File: src/rtl/smag_pkg.sv
package smag_pkg;
  typedef enum logic {
    MAG_ADD = 1'b0,
    MAG_SUB = 1'b1
  } mag_op_e;
endpackage

File: src/rtl/smag_fa.sv
module smag_fa (
  input  logic x_i,
  input  logic y_i,
  input  logic c_i,
  output logic s_o,
  output logic c_o
);
  logic p, g;
  // two half adders plus an OR
  assign p   = x_i ^ y_i;
  assign g   = x_i & y_i;
  assign s_o = p ^ c_i;
  assign c_o = g | (p & c_i);
endmodule

File: src/rtl/smag_mag_unit.sv
module smag_mag_unit
  import smag_pkg::*;
#(
  parameter int MAG_W = 7
) (
  input  logic [MAG_W-1:0] x_i,
  input  logic [MAG_W-1:0] y_i,
  input  mag_op_e          op_i,
  output logic [MAG_W-1:0] raw_o,
  output logic             cout_o
);
  logic             inv;
  logic [MAG_W-1:0] y_sel;
  logic [MAG_W:0]   carry;

  assign inv      = (op_i == MAG_SUB);
  assign y_sel    = y_i ^ {MAG_W{inv}};
  assign carry[0] = inv;

  for (genvar i = 0; i < MAG_W; i++) begin : g_rip
    smag_fa fa_i (
      .x_i(x_i[i]),
      .y_i(y_sel[i]),
      .c_i(carry[i]),
      .s_o(raw_o[i]),
      .c_o(carry[i+1])
    );
  end

  assign cout_o = carry[MAG_W];
endmodule

File: src/rtl/smag_negate.sv
module smag_negate #(
  parameter int MAG_W = 7
) (
  input  logic [MAG_W-1:0] in_i,
  input  logic             en_i,
  output logic [MAG_W-1:0] out_o
);
  logic [MAG_W-1:0] flip;
  logic [MAG_W:0]   inc_c;

  // invert then add en_i through an increment chain
  assign flip     = in_i ^ {MAG_W{en_i}};
  assign inc_c[0] = en_i;

  for (genvar i = 0; i < MAG_W; i++) begin : g_inc
    assign out_o[i]   = flip[i] ^ inc_c[i];
    assign inc_c[i+1] = flip[i] & inc_c[i];
  end
endmodule

File: src/rtl/smag_addsub.sv
module smag_addsub
  import smag_pkg::*;
#(
  parameter int WIDTH = 8
) (
  input  logic [WIDTH-1:0] a_i,
  input  logic [WIDTH-1:0] b_i,
  input  logic             sub_i,
  output logic [WIDTH-1:0] res_o,
  output logic             ovf_o
);
  localparam int MAG_W = WIDTH - 1;

  logic             a_sign, b_sign_eff;
  logic [MAG_W-1:0] a_mag, b_mag, raw_mag, fix_mag;
  logic             mag_cout, borrow, res_sign, mag_zero;
  mag_op_e          mag_op;

  // field split, R6 subtract folds into sign of B
  assign a_sign     = a_i[WIDTH-1];
  assign b_sign_eff = b_i[WIDTH-1] ^ sub_i;
  assign a_mag      = a_i[MAG_W-1:0];
  assign b_mag      = b_i[MAG_W-1:0];
  assign mag_op     = (a_sign == b_sign_eff) ? MAG_ADD : MAG_SUB;

  smag_mag_unit #(.MAG_W(MAG_W)) mag_i (
    .x_i   (a_mag),
    .y_i   (b_mag),
    .op_i  (mag_op),
    .raw_o (raw_mag),
    .cout_o(mag_cout)
  );

  // in subtract mode a missing carry is the end borrow
  assign borrow = (mag_op == MAG_SUB) & ~mag_cout;
  assign ovf_o  = (mag_op == MAG_ADD) &  mag_cout;

  smag_negate #(.MAG_W(MAG_W)) neg_i (
    .in_i (raw_mag),
    .en_i (borrow),
    .out_o(fix_mag)
  );

  assign mag_zero = ~|fix_mag;
  assign res_sign = (a_sign ^ borrow) & ~mag_zero; // no negative zero
  assign res_o    = {res_sign, fix_mag};
endmodule

File: config.mk
export PLATFORM = sky130hd
export DESIGN_NAME = smag_addsub
export DESIGN_NICKNAME = d
export VERILOG_FILES = /design/src/rtl/smag_pkg.sv /design/src/rtl/smag_fa.sv /design/src/rtl/smag_mag_unit.sv /design/src/rtl/smag_negate.sv /design/src/rtl/smag_addsub.sv
export SDC_FILE = /design/constraint.sdc
export NUM_CORES = 1
export LEC_CHECK = 0
export BUFFER_PORTS_ARGS = -buffer_cell sky130_fd_sc_hd__buf_2
export CAP_MARGIN = 10
export CORE_AREA = 5 5 42 44
export DETAILED_ROUTE_END_ITERATION = 16
export DIE_AREA = 0 0 47 49
export PLACE_DENSITY = 0.75
export RECOVER_POWER = 25
export SETUP_SLACK_MARGIN = 0.15
export SLEW_MARGIN = 20
export SYNTH_ARGS = -nofsm -noshare
export SYNTH_HDL_FRONTEND = slang
export SYNTH_SLANG_ARGS = --single-unit
export TNS_END_PERCENT = 10
File: constraint.sdc
create_clock -name vclk -period 7.8
set_clock_uncertainty 0.05 [all_clocks]
set_input_delay 0.78 -clock vclk [all_inputs]
set_output_delay 0.78 -clock vclk [all_outputs]
set_load 0.01 [all_outputs]
== Word level (Yosys, flattened, before mapping) ==
Cells that the tools add are included.
Widths: inputs -> output; s select.

* Register bits: 0
* Input port bits: 17
* Output and inout bits: 9
* Word-level logic and storage cells: 59

* Equal/unequal tests: 1
* Multiplexer cells: 1
* Bitwise gates (word level): 56
* Reductions and logical operators: 1

{| class="wikitable"
|+ Operator list
! operator !! count
|-
| $and 1x1->1 || 23
|-
| $xor 1x1->1 || 23
|-
| $xor 7x7->7 || 2
|-
| $or 1x1->1 || 7
|-
| $reduce_or 7->1 || 1
|-
| $eq 1x1->1 || 1
|-
| $mux 1 || 1
|-
| $not 1->1 || 1
|}

== Logic depth before layout (Yosys ltp) ==
Gate-level depths: netlist of run 1.

* Word-level depth: 31
* Mapped depth: 22
* Gate-level depth less buffers: 20

== Modules after synthesis ==
From an unflattened synthesis of run 1, not the netlist that was laid out.

* Cell total of the unflattened synthesis: 40
* Area, all modules: 444.2 sq um

{| class="wikitable"
|+ By module, submodules not included
! module !! instances !! cells each !! area each (sq um) !! sequential area each (sq um)
|-
| smag_negate || 1 || 15 || 166.4 || 0.0
|-
| smag_fa || 7 || 1 || 20.0 || 0.0
|-
| smag_mag_unit || 1 || 8 || 72.6 || 0.0
|-
| smag_addsub || 1 || 10 || 65.1 || 0.0
|}

== Worst setup path before layout of run 1 ==
Ideal clock, no wire load.

* Path type: input -> output
* From: input port a_i[7]
* To: output port res_o[7]
* Data arrival time: 5.611 ns
* Required time: 6.970 ns
* Slack: 1.359 ns
* Stages on the path: 22
* Path buffers: 2
* Cell sequence: xnor3_1 > buf_6 > xnor2_1 > fa_1 > fa_1 > fa_1 > fa_1 > inv_1 > fa_1 > inv_1 > fa_1 > nor2_8 > xor2_1 > ha_1 > ha_1 > ha_1 > ha_1 > ha_1 > nor3_1 > nand2_1 > o31a_1 > buf_4

* Elaborated cells on any way between the ends: 57
* Classes of those cells: eq/ne: 1; mux: 1; bitwise: 54; reduce/logical: 1

{| class="wikitable"
|+ RTL lines
! element !! RTL line !! RTL
|-
| start, declared || smag_addsub.sv:6 || <nowiki>input logic [WIDTH-1:0] a_i,</nowiki>
|-
| $eq 1x1->1 (*) || smag_addsub.sv:24 || <nowiki>assign mag_op = (a_sign == b_sign_eff) ? MAG_ADD : MAG_SUB;</nowiki>
|-
| $mux 1 (*) || smag_addsub.sv:24 ||
|-
| $xor 7x7->7 || smag_mag_unit.sv:17 || <nowiki>assign y_sel = y_i ^ {MAG_W{inv}};</nowiki>
|-
| $xor 1x1->1 || smag_fa.sv:10 || <nowiki>assign p = x_i ^ y_i;</nowiki>
|-
| $and 1x1->1 || smag_fa.sv:13 || <nowiki>assign c_o = g | (p & c_i);</nowiki>
|-
| $or 1x1->1 || smag_fa.sv:13 ||
|-
| $and 1x1->1 || smag_fa.sv:13 ||
|-
| $or 1x1->1 || smag_fa.sv:13 ||
|-
| (+10 left out) || n/a ||
|-
| $not 1->1 || smag_addsub.sv:35 || <nowiki>assign borrow = (mag_op == MAG_SUB) & ~mag_cout;</nowiki>
|-
| $and 1x1->1 || smag_addsub.sv:35 ||
|-
| $xor 7x7->7 || smag_negate.sv:12 || <nowiki>assign flip = in_i ^ {MAG_W{en_i}};</nowiki>
|-
| $and 1x1->1 (5 in series) || smag_negate.sv:17 || <nowiki>assign inc_c[i+1] = flip[i] & inc_c[i];</nowiki>
|-
| $xor 1x1->1 (*) || smag_negate.sv:16 || <nowiki>assign out_o[i] = flip[i] ^ inc_c[i];</nowiki>
|-
| net res_o[5] || smag_addsub.sv:9 || <nowiki>output logic [WIDTH-1:0] res_o,</nowiki>
|-
| $reduce_or 7->1 (*) || smag_addsub.sv:44 || <nowiki>assign mag_zero = ~|fix_mag;</nowiki>
|-
| $and 1x1->1 (*) || smag_addsub.sv:45 || <nowiki>assign res_sign = (a_sign ^ borrow) & ~mag_zero;</nowiki>
|-
| end, declared || smag_addsub.sv:9 ||
|}

Mark *: on every way through the listed nets, which the timed path passes. The rest lies on a longest branch.

== Final worst setup path of run 1 ==
* From: input port a_i[7]
* To: output port res_o[7]

* Word-level cells in the longest chain between the ends: 30
* Elaborated cells on any way between the ends: 57
* Classes of those cells: eq/ne: 1; mux: 1; bitwise: 54; reduce/logical: 1

{| class="wikitable"
|+ RTL lines
! element !! RTL line
|-
| $eq 1x1->1 || smag_addsub.sv:24
|-
| $mux 1 || smag_addsub.sv:24
|-
| $xor 7x7->7 || smag_mag_unit.sv:17
|-
| $xor 1x1->1 || smag_fa.sv:10
|-
| $and 1x1->1 || smag_fa.sv:13
|-
| $or 1x1->1 || smag_fa.sv:13
|-
| $and 1x1->1 || smag_fa.sv:13
|-
| $or 1x1->1 || smag_fa.sv:13
|-
| (+9 left out) || n/a
|-
| $or 1x1->1 || smag_fa.sv:13
|-
| $not 1->1 || smag_addsub.sv:35
|-
| $and 1x1->1 || smag_addsub.sv:35
|-
| $xor 7x7->7 || smag_negate.sv:12
|-
| $and 1x1->1 (6 in series) || smag_negate.sv:17
|-
| $xor 1x1->1 || smag_negate.sv:16
|-
| $reduce_or 7->1 || smag_addsub.sv:44
|-
| $and 1x1->1 (*) || smag_addsub.sv:45
|}

Every way passes the cells marked *; elsewhere a longest branch is shown, timed or not.

==> results.md, run 1 <==
- Status: finished, final reports clean
- Critical-path cell list: buf_2 -> xnor3_1 -> buf_4 -> xnor2_1 -> fa_1 -> fa_1 -> fa_1 -> fa_1 -> inv_1 -> fa_1 -> inv_1 -> fa_1 -> nor2_8 -> xor2_1 -> ha_1 -> ha_1 -> ha_1 -> ha_1 -> ha_1 -> nor3_1 -> nand2_1 -> o31a_1 -> buf_2
- Most used routing layer in global routing: met2
- Max incr delay on CP: 0.51 ns
- Critical Path Sink Type: primary output
- Initial antenna violation count: 0
- First-pass GRT wire length: 1.65 mm
- Post-Route WL: 886 um
- Comb pwr share: 100.0%
- Drt wl/cell: 10.5 um
- Synth Warn #: 0
- Relative slew slack: 79.0%
- Placed cell count: 84
- Nets: 98
- Final antenna-violating net count: 0
- Area Growth Syn to Fin: 31.5%
- Synth Instances: 43
- Total track usage: 8.93%
- Synthesized area: 437 um2
- Global Route met3 Usage: 1.11%
- Hold-fix buffers, CTS: 0
- Fmax: 149 MHz
- Reg power frac: 0%
- Core area: 0.00140 mm2
- Dpl hpwl: 850 um
- Critical path fanouts, max: 10
- Initial DRC count: 0
- Sw frac: 53.4%
- Placed Area: 576 um2
- Cell mode on critical path: fa_1
- Worst path bufs/invs: 5
- Psw: 72.4 uW
- Unrepaired setup endpoints after global routing: no
- Met2 usage: 15.4%
- Leak: 0.299 nW
- Cell internal pwr: 63.3 uW
- I/O Buffers: 26
- Hold_ws: 1.84 ns
- Clock power share: 0%
- Chip width: 47 um
- Crit path DAT: 5.90 ns
- Total power: 136 uW
- Seq. cell area: 0 um2
- Rows: 14
- CP required: 6.97 ns
- Hold path depth: 3
- Met1 global-route usage: 11.2%
- Finish-stage setup viols: 0
- Routability Congestion: 0.706
- Type of the worst min-delay path: input port to primary output
- Die area: 0.00230 mm2
- Synth area leader: fa_1
- CP max stage cell: fa_1
- Diodes inserted: 0
- Router iterations before antenna repair: 1
- Grt ovf: 0
- Post-cts sizing count: 0
- Clock buf count: 0
- Crit path time final: 6.73 ns
- Setup Crit Path Kind: input port to primary output
- Final Hold Fails: 0
- Vias in the first global route: 399
- Max IR drop VDD: 0.000122 V
- WP depth: 23
- Top cells by area, synth: fa_1, xnor2_1, ha_1
- Top cell type's share of synthesized area: 27.5%
- Initial cell density of the core: 31.2%
- Setup TNS: 0 ns
- Via count: 370
- Slew Viols, Final: 0
- Post-synthesis cell type count: 15
- Synth Area per Inst: 10.2 um2
- Tcrit/Tclk final: 86.3%
- Pwr Density: 236 mW/mm2
- Sequential area share after synthesis: 0%
- Cell area after layout: 574 um2
- Cell family with most CP delay: adder cells
- Die H: 49 um
- Max Cap Viol: 0
- Avg Vias per Cell: 4.40
- Setup repair bufs after CTS: 0
- Share of cells above drive strength 1: 39.7%
- Syn Nets: 71
- CP Launch Type: input port
- Largest net degree at the start of global routing: 11
- Post-route DRC violation count: 0
- Num ports: 26
- Seq Cell Count: 0
- Finished Layout Cells: 84
- Worst Tran Pin Value: 0.315 ns
area by class of cell:
type	count	area, um2
tap	16	20.0
timing repair buffer	27	136
inverter	3	11.3
fill	158	827
multi-input combinational	38	407
worst paths after layout:
path / slack, ns / endpoint / from
worst max-delay path: 1.07 / res_o[7] / a_i[7]
worst min-delay path: 1.84 / res_o[0] / a_i[0]
per-layer routing:
layer,wire (um),part of all wire [%]
met3,62,7.0
met1,313,35
met5,0,0
met4,15,1.7
met2,495,56
power by group through the flow:
| stage | clock network, mW | logic [mW] | registers [mW] |
|---|---|---|---|
| floorplan | 0 | 0.101 | 0 |
| global placement | 0 | 0.135 | 0 |
| detailed placement | 0 | 0.139 | 0 |
| CTS | 0 | 0.139 | 0 |
| global route | 0 | 0.155 | 0 |
| finish | 0 | 0.136 | 0 |
cell usage in the layout, fill, tap and decap left out:
master / Yosys / layout
fa_1: 6 / 6
xnor3_1: 1 / 1
buf_4: 1 / 1
clkbuf_1: 0 / 1
nor2_1: 1 / 1
buf_2: 0 / 25
inv_1: 3 / 3
o21ai_0: 2 / 2
xnor2_1: 9 / 9
nor3_1: 2 / 2
ha_1: 5 / 5
nor2_8: 1 / 1
o31a_1: 1 / 1
xor2_1: 6 / 6
nand2_1: 3 / 3
and2_1: 1 / 1
Yosys cell counts:
master and instances:
buf_4 1, xnor2_1 9, nor3_1 2, nor2_1 1, nor2_8 1, nand2_1 3
and2_1 1, xnor3_1 1, xor2_1 6, buf_6 1, ha_1 5, o21ai_0 2
o31a_1 1, fa_1 6, inv_1 3
per-stage QoR:
step           utilization, %  setup slack [ns]
2_1_floorplan               -              1.36
3_3_place_gp             41.1              1.12
3_5_place_dp             41.1              1.05
4_1_cts                  41.1              1.02
5_1_grt                  41.0             0.746
6_report                 41.0              1.07
cells by family after synthesis:
family / synth area share (%)
buffers and inverters: 6.88
xor gates and xnor gates: 35.2
AOI/OAI and AO/OA: 4.30
adders and majority gates: 41.8
and+or+nand+nor: 11.7
tightest hold or removal path: stages:
cell and delay (ns):
buf_2 0.10, xor2_1 0.10, clkbuf_1 0.14
Note: power is estimated with default switching activity, not from simulation.
==> run 2, diff against run 1 <==
- CORE_AREA: 5 5 42 44 -> default
- CORE_MARGIN: default -> 5
- CORE_UTILIZATION: default -> 30
- DIE_AREA: 0 0 47 49 -> default
- PLACE_DENSITY: 0.75 -> 0.71
==> run 2 against run 1 <==
  * Sequential cell count unchanged
  * Clock-buffer cell count unchanged
  * First-iteration DRC count up 4
  * Wire length up 1.5%
  * Via count up 1.6%
  * Cell count down 1.2%
  * Final area down 0.22%
  * Critical endpoint unchanged
==> results.md, run 2 (synthesized netlist as in run 1, its figures left out) <==
- Clock power share: 0%
- Clock buf count: 0
- Final Hold Fails: 0
- Rows: 13
- Hold path depth: 3
- Hold path startpoint: a_i[0]
- Cell mode on critical path: fa_1
- CP Launch Type: input port
- Dpl hpwl: 846 um
- Most frequent cells in the layout: buf_2, xnor2_1, xor2_1, fa_1, ha_1
- Diodes inserted: 0
- Setup repair bufs after CTS: 0
- Fmax: 148 MHz
- Cell internal pwr: 63.9 uW
- First-pass GRT wire length: 1.41 mm
- Unrepaired setup endpoints after global routing: no
- Slew Viols, Final: 0
- Hold-fix buffers, CTS: 0
- Nets: 98
- Grt ovf: 0
- Die area: 0.00232 mm2
- Avg Vias per Cell: 4.53
- Reg power frac: 0%
- Seq Cell Count: 0
- Initial antenna violation count: 0
- Comb pwr share: 100.0%
- Post-cts sizing count: 0
- Critical path fanouts, max: 10
- Setup TNS: 0 ns
- Critical path origin: a_i[7]
- I/O Buffers: 26
- Leak: 0.299 nW
- Router iterations before antenna repair: 4
- Chip width: 48.2 um
- Psw: 73.2 uW
- Seq. cell area: 0 um2
- Largest net degree at the start of global routing: 11
- Hold Path End: res_o[0]
- Met1 wire length: 322 um
- Max IR drop VDD: 0.0000851 V
- DR WL met2: 474 um
- Drt wl/cell: 10.8 um
- Die H: 48.2 um
- Status: finished, final reports clean
- Max incr delay on CP: 0.51 ns
- Crit path time final: 6.76 ns
- Relative slew slack: 78.4%
- Critical-path cell list: buf_2 -> xnor3_1 -> buf_4 -> xnor2_1 -> fa_1 -> fa_1 -> fa_1 -> fa_1 -> inv_1 -> fa_1 -> inv_1 -> fa_1 -> nor2_8 -> xor2_1 -> ha_1 -> ha_1 -> ha_1 -> ha_1 -> ha_1 -> xnor2_1 -> xnor2_1 -> o31a_1 -> buf_2
- Area Growth Syn to Fin: 31.2%
- Worst Tran Pin Value: 0.323 ns
- Share of cells above drive strength 1: 39.7%
- CP max stage cell: fa_1
- Metal3 WL: 102 um
- Tcrit/Tclk final: 86.6%
- Crit path DAT: 5.93 ns
- Vias in the first global route: 355
- Max Used Layer: met3
- Post-Route WL: 899 um
- Initial DRC count: 4
- CP required: 6.97 ns
- Core area: 0.00133 mm2
- Routability Congestion: 0.776
- Via count: 376
- Type of the worst min-delay path: input port to primary output
- Post-route DRC violation count: 0
- Pwr Density: 239 mW/mm2
- Sw frac: 53.4%
- Critical Path Sink Type: primary output
- Num ports: 26
- Total power: 137 uW
- Setup Crit Path Kind: input port to primary output
- Finish-stage setup viols: 0
- Most common cell after layout, fill and taps aside: buf_2
- Total track usage: 8.34%
- Max Cap Viol: 0
- Initial cell density of the core: 32.7%
- Final antenna-violating net count: 0
run 2: cell counts in the layout (fill, tap and decap cells not counted):
No cell type changed its count.
run 2: metal layers:
metal	track usage, %	vias up
met5	0	-
met1	10.0	168
met4	0	0
met3	0	0
met2	17.2	19
li1	-	189
run 2: per-stage QoR:
| stage | instance area [um2] | setup WS (ns) | utilization [%] | hold WS (ns) | instances |
|---|---|---|---|---|---|
| finish | 573 | 1.04 | 43.0 | 1.83 | 83 |
| global route | 573 | 0.725 | 43.0 | 1.86 | 83 |
| CTS | 574 | 0.983 | 43.1 | 1.83 | 83 |
| detailed placement | 574 | 1.01 | 43.1 | 1.83 | 83 |
| global placement | 574 | 1.09 | 43.1 | 1.84 | 83 |
| floorplan | 437 | 1.36 | - | 1.61 | 43 |
run 2: cell type report:
| cell class | count | area (um2) |
|---|---|---|
| fillers | 139 | 761 |
| multi-input cells | 38 | 407 |
| repair buffers | 27 | 136 |
| well taps | 15 | 18.8 |
| inverters | 3 | 11.3 |
run 2: how the worst max path moves through the flow:
stage / endpoint / depth (start not counted)
after floorplan: res_o[7] / 22
after global placement: res_o[7] / 23
after detailed placement: res_o[7] / 23
after CTS: res_o[7] / 23
after global routing: res_o[7] / 23
final: res_o[7] / 23
run 2: power groups by stage:
stage          clock (mW)  sequential, mW  combinational (mW)
2_1_floorplan           0               0               0.101
3_3_place_gp            0               0               0.135
3_5_place_dp            0               0               0.139
4_1_cts                 0               0               0.141
5_1_grt                 0               0               0.156
6_report                0               0               0.137
run 2: worst max-delay path: cells and delay by family:
kind,cells,cell delay [ns]
buffers and inverters,5,0.56
XOR/XNOR,5,0.90
adder cells (fa/ha/maj),11,3.17
AND/OR/NAND/NOR,1,0.22
AO/OA/AOI/OAI,1,0.27
==> run 3, diff against run 2 <==
- ABC_AREA: default -> 1
- PLACE_DENSITY: 0.71 -> 0.69
==> run 3 against run 2 <==
  * Wire length rose by 0.67%
  * Global-route usage fell by 0.44 points
  * Critical endpoint unchanged
  * Critical path depth rose by 6
  * Die area rose by 11%
  * Clock-buffer cell count did not move
  * Synthesized area rose by 14%
  * Highest routed layer unchanged
  * Sequential share of layout area did not move
  * Final area rose by 11%
  * Total power fell by 19%
  * First-iteration DRC count fell by 100%
==> results.md, run 3 <==
- Worst setup margin: 0.956 ns
- Area Growth Syn to Fin: 27.8%
- Core area: 0.00154 mm2
- Pwr Density: 175 mW/mm2
- Routability Congestion: 0.616
- Syn Nets: 88
- Drt wl/cell: 8.96 um
- Cell family with most CP delay: adder cells
- Top cells by area, synth: fa_1, xnor2_1, ha_1
- Vias in the first global route: 440
- Critical path fanouts, max: 7
- Placed Area: 642 um2
- Largest net degree at the start of global routing: 8
- Fmax: 146 MHz
- Avg Vias per Cell: 4.25
- CP required: 6.97 ns
- Slew Viols, Final: 0
- Worst Tran Pin Value: 0.332 ns
- Max IR drop VDD: 0.0000570 V
- Crit path time final: 6.84 ns
- Setup TNS: 0 ns
- Clock buf count: 0
- Finish-stage setup viols: 0
- Grt ovf: 0
- Nets: 115
- Dpl hpwl: 895 um
- Final Hold Fails: 0
- Setup Crit Path Kind: input port to primary output
- Pre-CTS WS: 1.01 ns
- Share of cells above drive strength 1: 37.6%
- Hold-fix buffers, CTS: 0
- Initial DRC count: 0
- WP depth: 29
- Chip width: 50.8 um
- Max Used Layer: met3
- Post-route DRC violation count: 0
- Most common cell after layout, fill and taps aside: buf_2
- Die H: 50.8 um
- Diodes inserted: 0
- Total track usage: 7.90%
- Hold path depth: 3
- Num ports: 26
- Seq. cell area: 0 um2
- Initial antenna violation count: 0
- Synth Area per Inst: 8.32 um2
- Die area: 0.00258 mm2
- Initial cell density of the core: 32.4%
- Sequential area share after synthesis: 0%
- Synth area leader: fa_1
- Total power: 112 uW
- Final antenna-violating net count: 0
- CP max stage cell: fa_1
- Unrepaired setup endpoints after global routing: no
- Metal3 WL: 37 um
- Via count: 429
- CP Launch Type: input port
- Multi-input logic area: 448 um2
- Cell mode on critical path: fa_1
- Utilization after layout: 41.4%
- Tcrit/Tclk final: 87.7%
- I/O Buffers: 26
- Fill count: 168
- Rows: 14
- Max Cap Viol: 0
- Seq Cell Count: 0
- First-pass GRT wire length: 1.75 mm
- Top cell type's share of synthesized area: 24.1%
- Setup repair bufs after CTS: 0
- Synthesized area: 499 um2
- Type of the worst min-delay path: input port to primary output
- Status: finished, final reports clean
- Cell area after layout: 638 um2
- Synth Warn #: 0
- Max incr delay on CP: 0.42 ns
- Synth Instances: 60
- Synth top cells by count: inv_1, nand2_1, xnor2_1
- Leak: 0.351 nW
- Worst path bufs/invs: 6
- Post-Route WL: 905 um
- Count leader, synth: inv_1
- DR WL met2: 502 um
- Critical Path Sink Type: primary output
- Crit path DAT: 6.01 ns
- Met1 wire length: 366 um
- Router iterations before antenna repair: 1
- Post-synthesis cell type count: 16
- Relative slew slack: 77.8%
- Post-cts sizing count: 0
- Most frequent cells in the layout: buf_2, inv_1, nand2_1
run 3: final timing paths:
| check | start | end | slack [ns] |
|---|---|---|---|
| setup / recovery | b_i[7] | res_o[7] | 0.96 |
| hold / removal | a_i[0] | res_o[0] | 1.83 |
run 3: final cells by class:
type	instances	area share (%)
Inverter	11	6.47
Timing Repair Buffer	26	20.2
Multi-Input combinational cell	48	70.2
Tap cell	16	3.14
run 3: layer usage:
| metal | vias up | track usage (%) |
|---|---|---|
| li1 | 236 | - |
| met1 | 186 | 10.1 |
| met2 | 7 | 15.1 |
| met3 | 0 | 0.592 |
| met4 | 0 | 0 |
| met5 | - | 0 |
run 3: cells by family after synthesis:
group | share of synthesized area, %
AOI/OAI and AO/OA | 3.01
and+or+nand+nor | 29.6
xor gates and xnor gates | 21.1
adders and majority gates | 36.6
buffers and inverters | 9.78
run 3: where the power goes:
group          internal [mW]  total (mW)  switching, mW
Combinational         0.0506       0.112         0.0610
Clock                      0           0              0
Sequential                 0           0              0
run 3: worst min-delay path: cells and delay by family:
family | cells | cell delay, ns
buf+inv | 2 | 0.22
xor+xnor | 1 | 0.09
run 3: stage by stage:
step	cells	hold WS, ns
2_1_floorplan	60	1.61
3_3_place_gp	101	1.84
3_5_place_dp	101	1.84
4_1_cts	101	1.84
5_1_grt	101	1.85
6_report	101	1.83
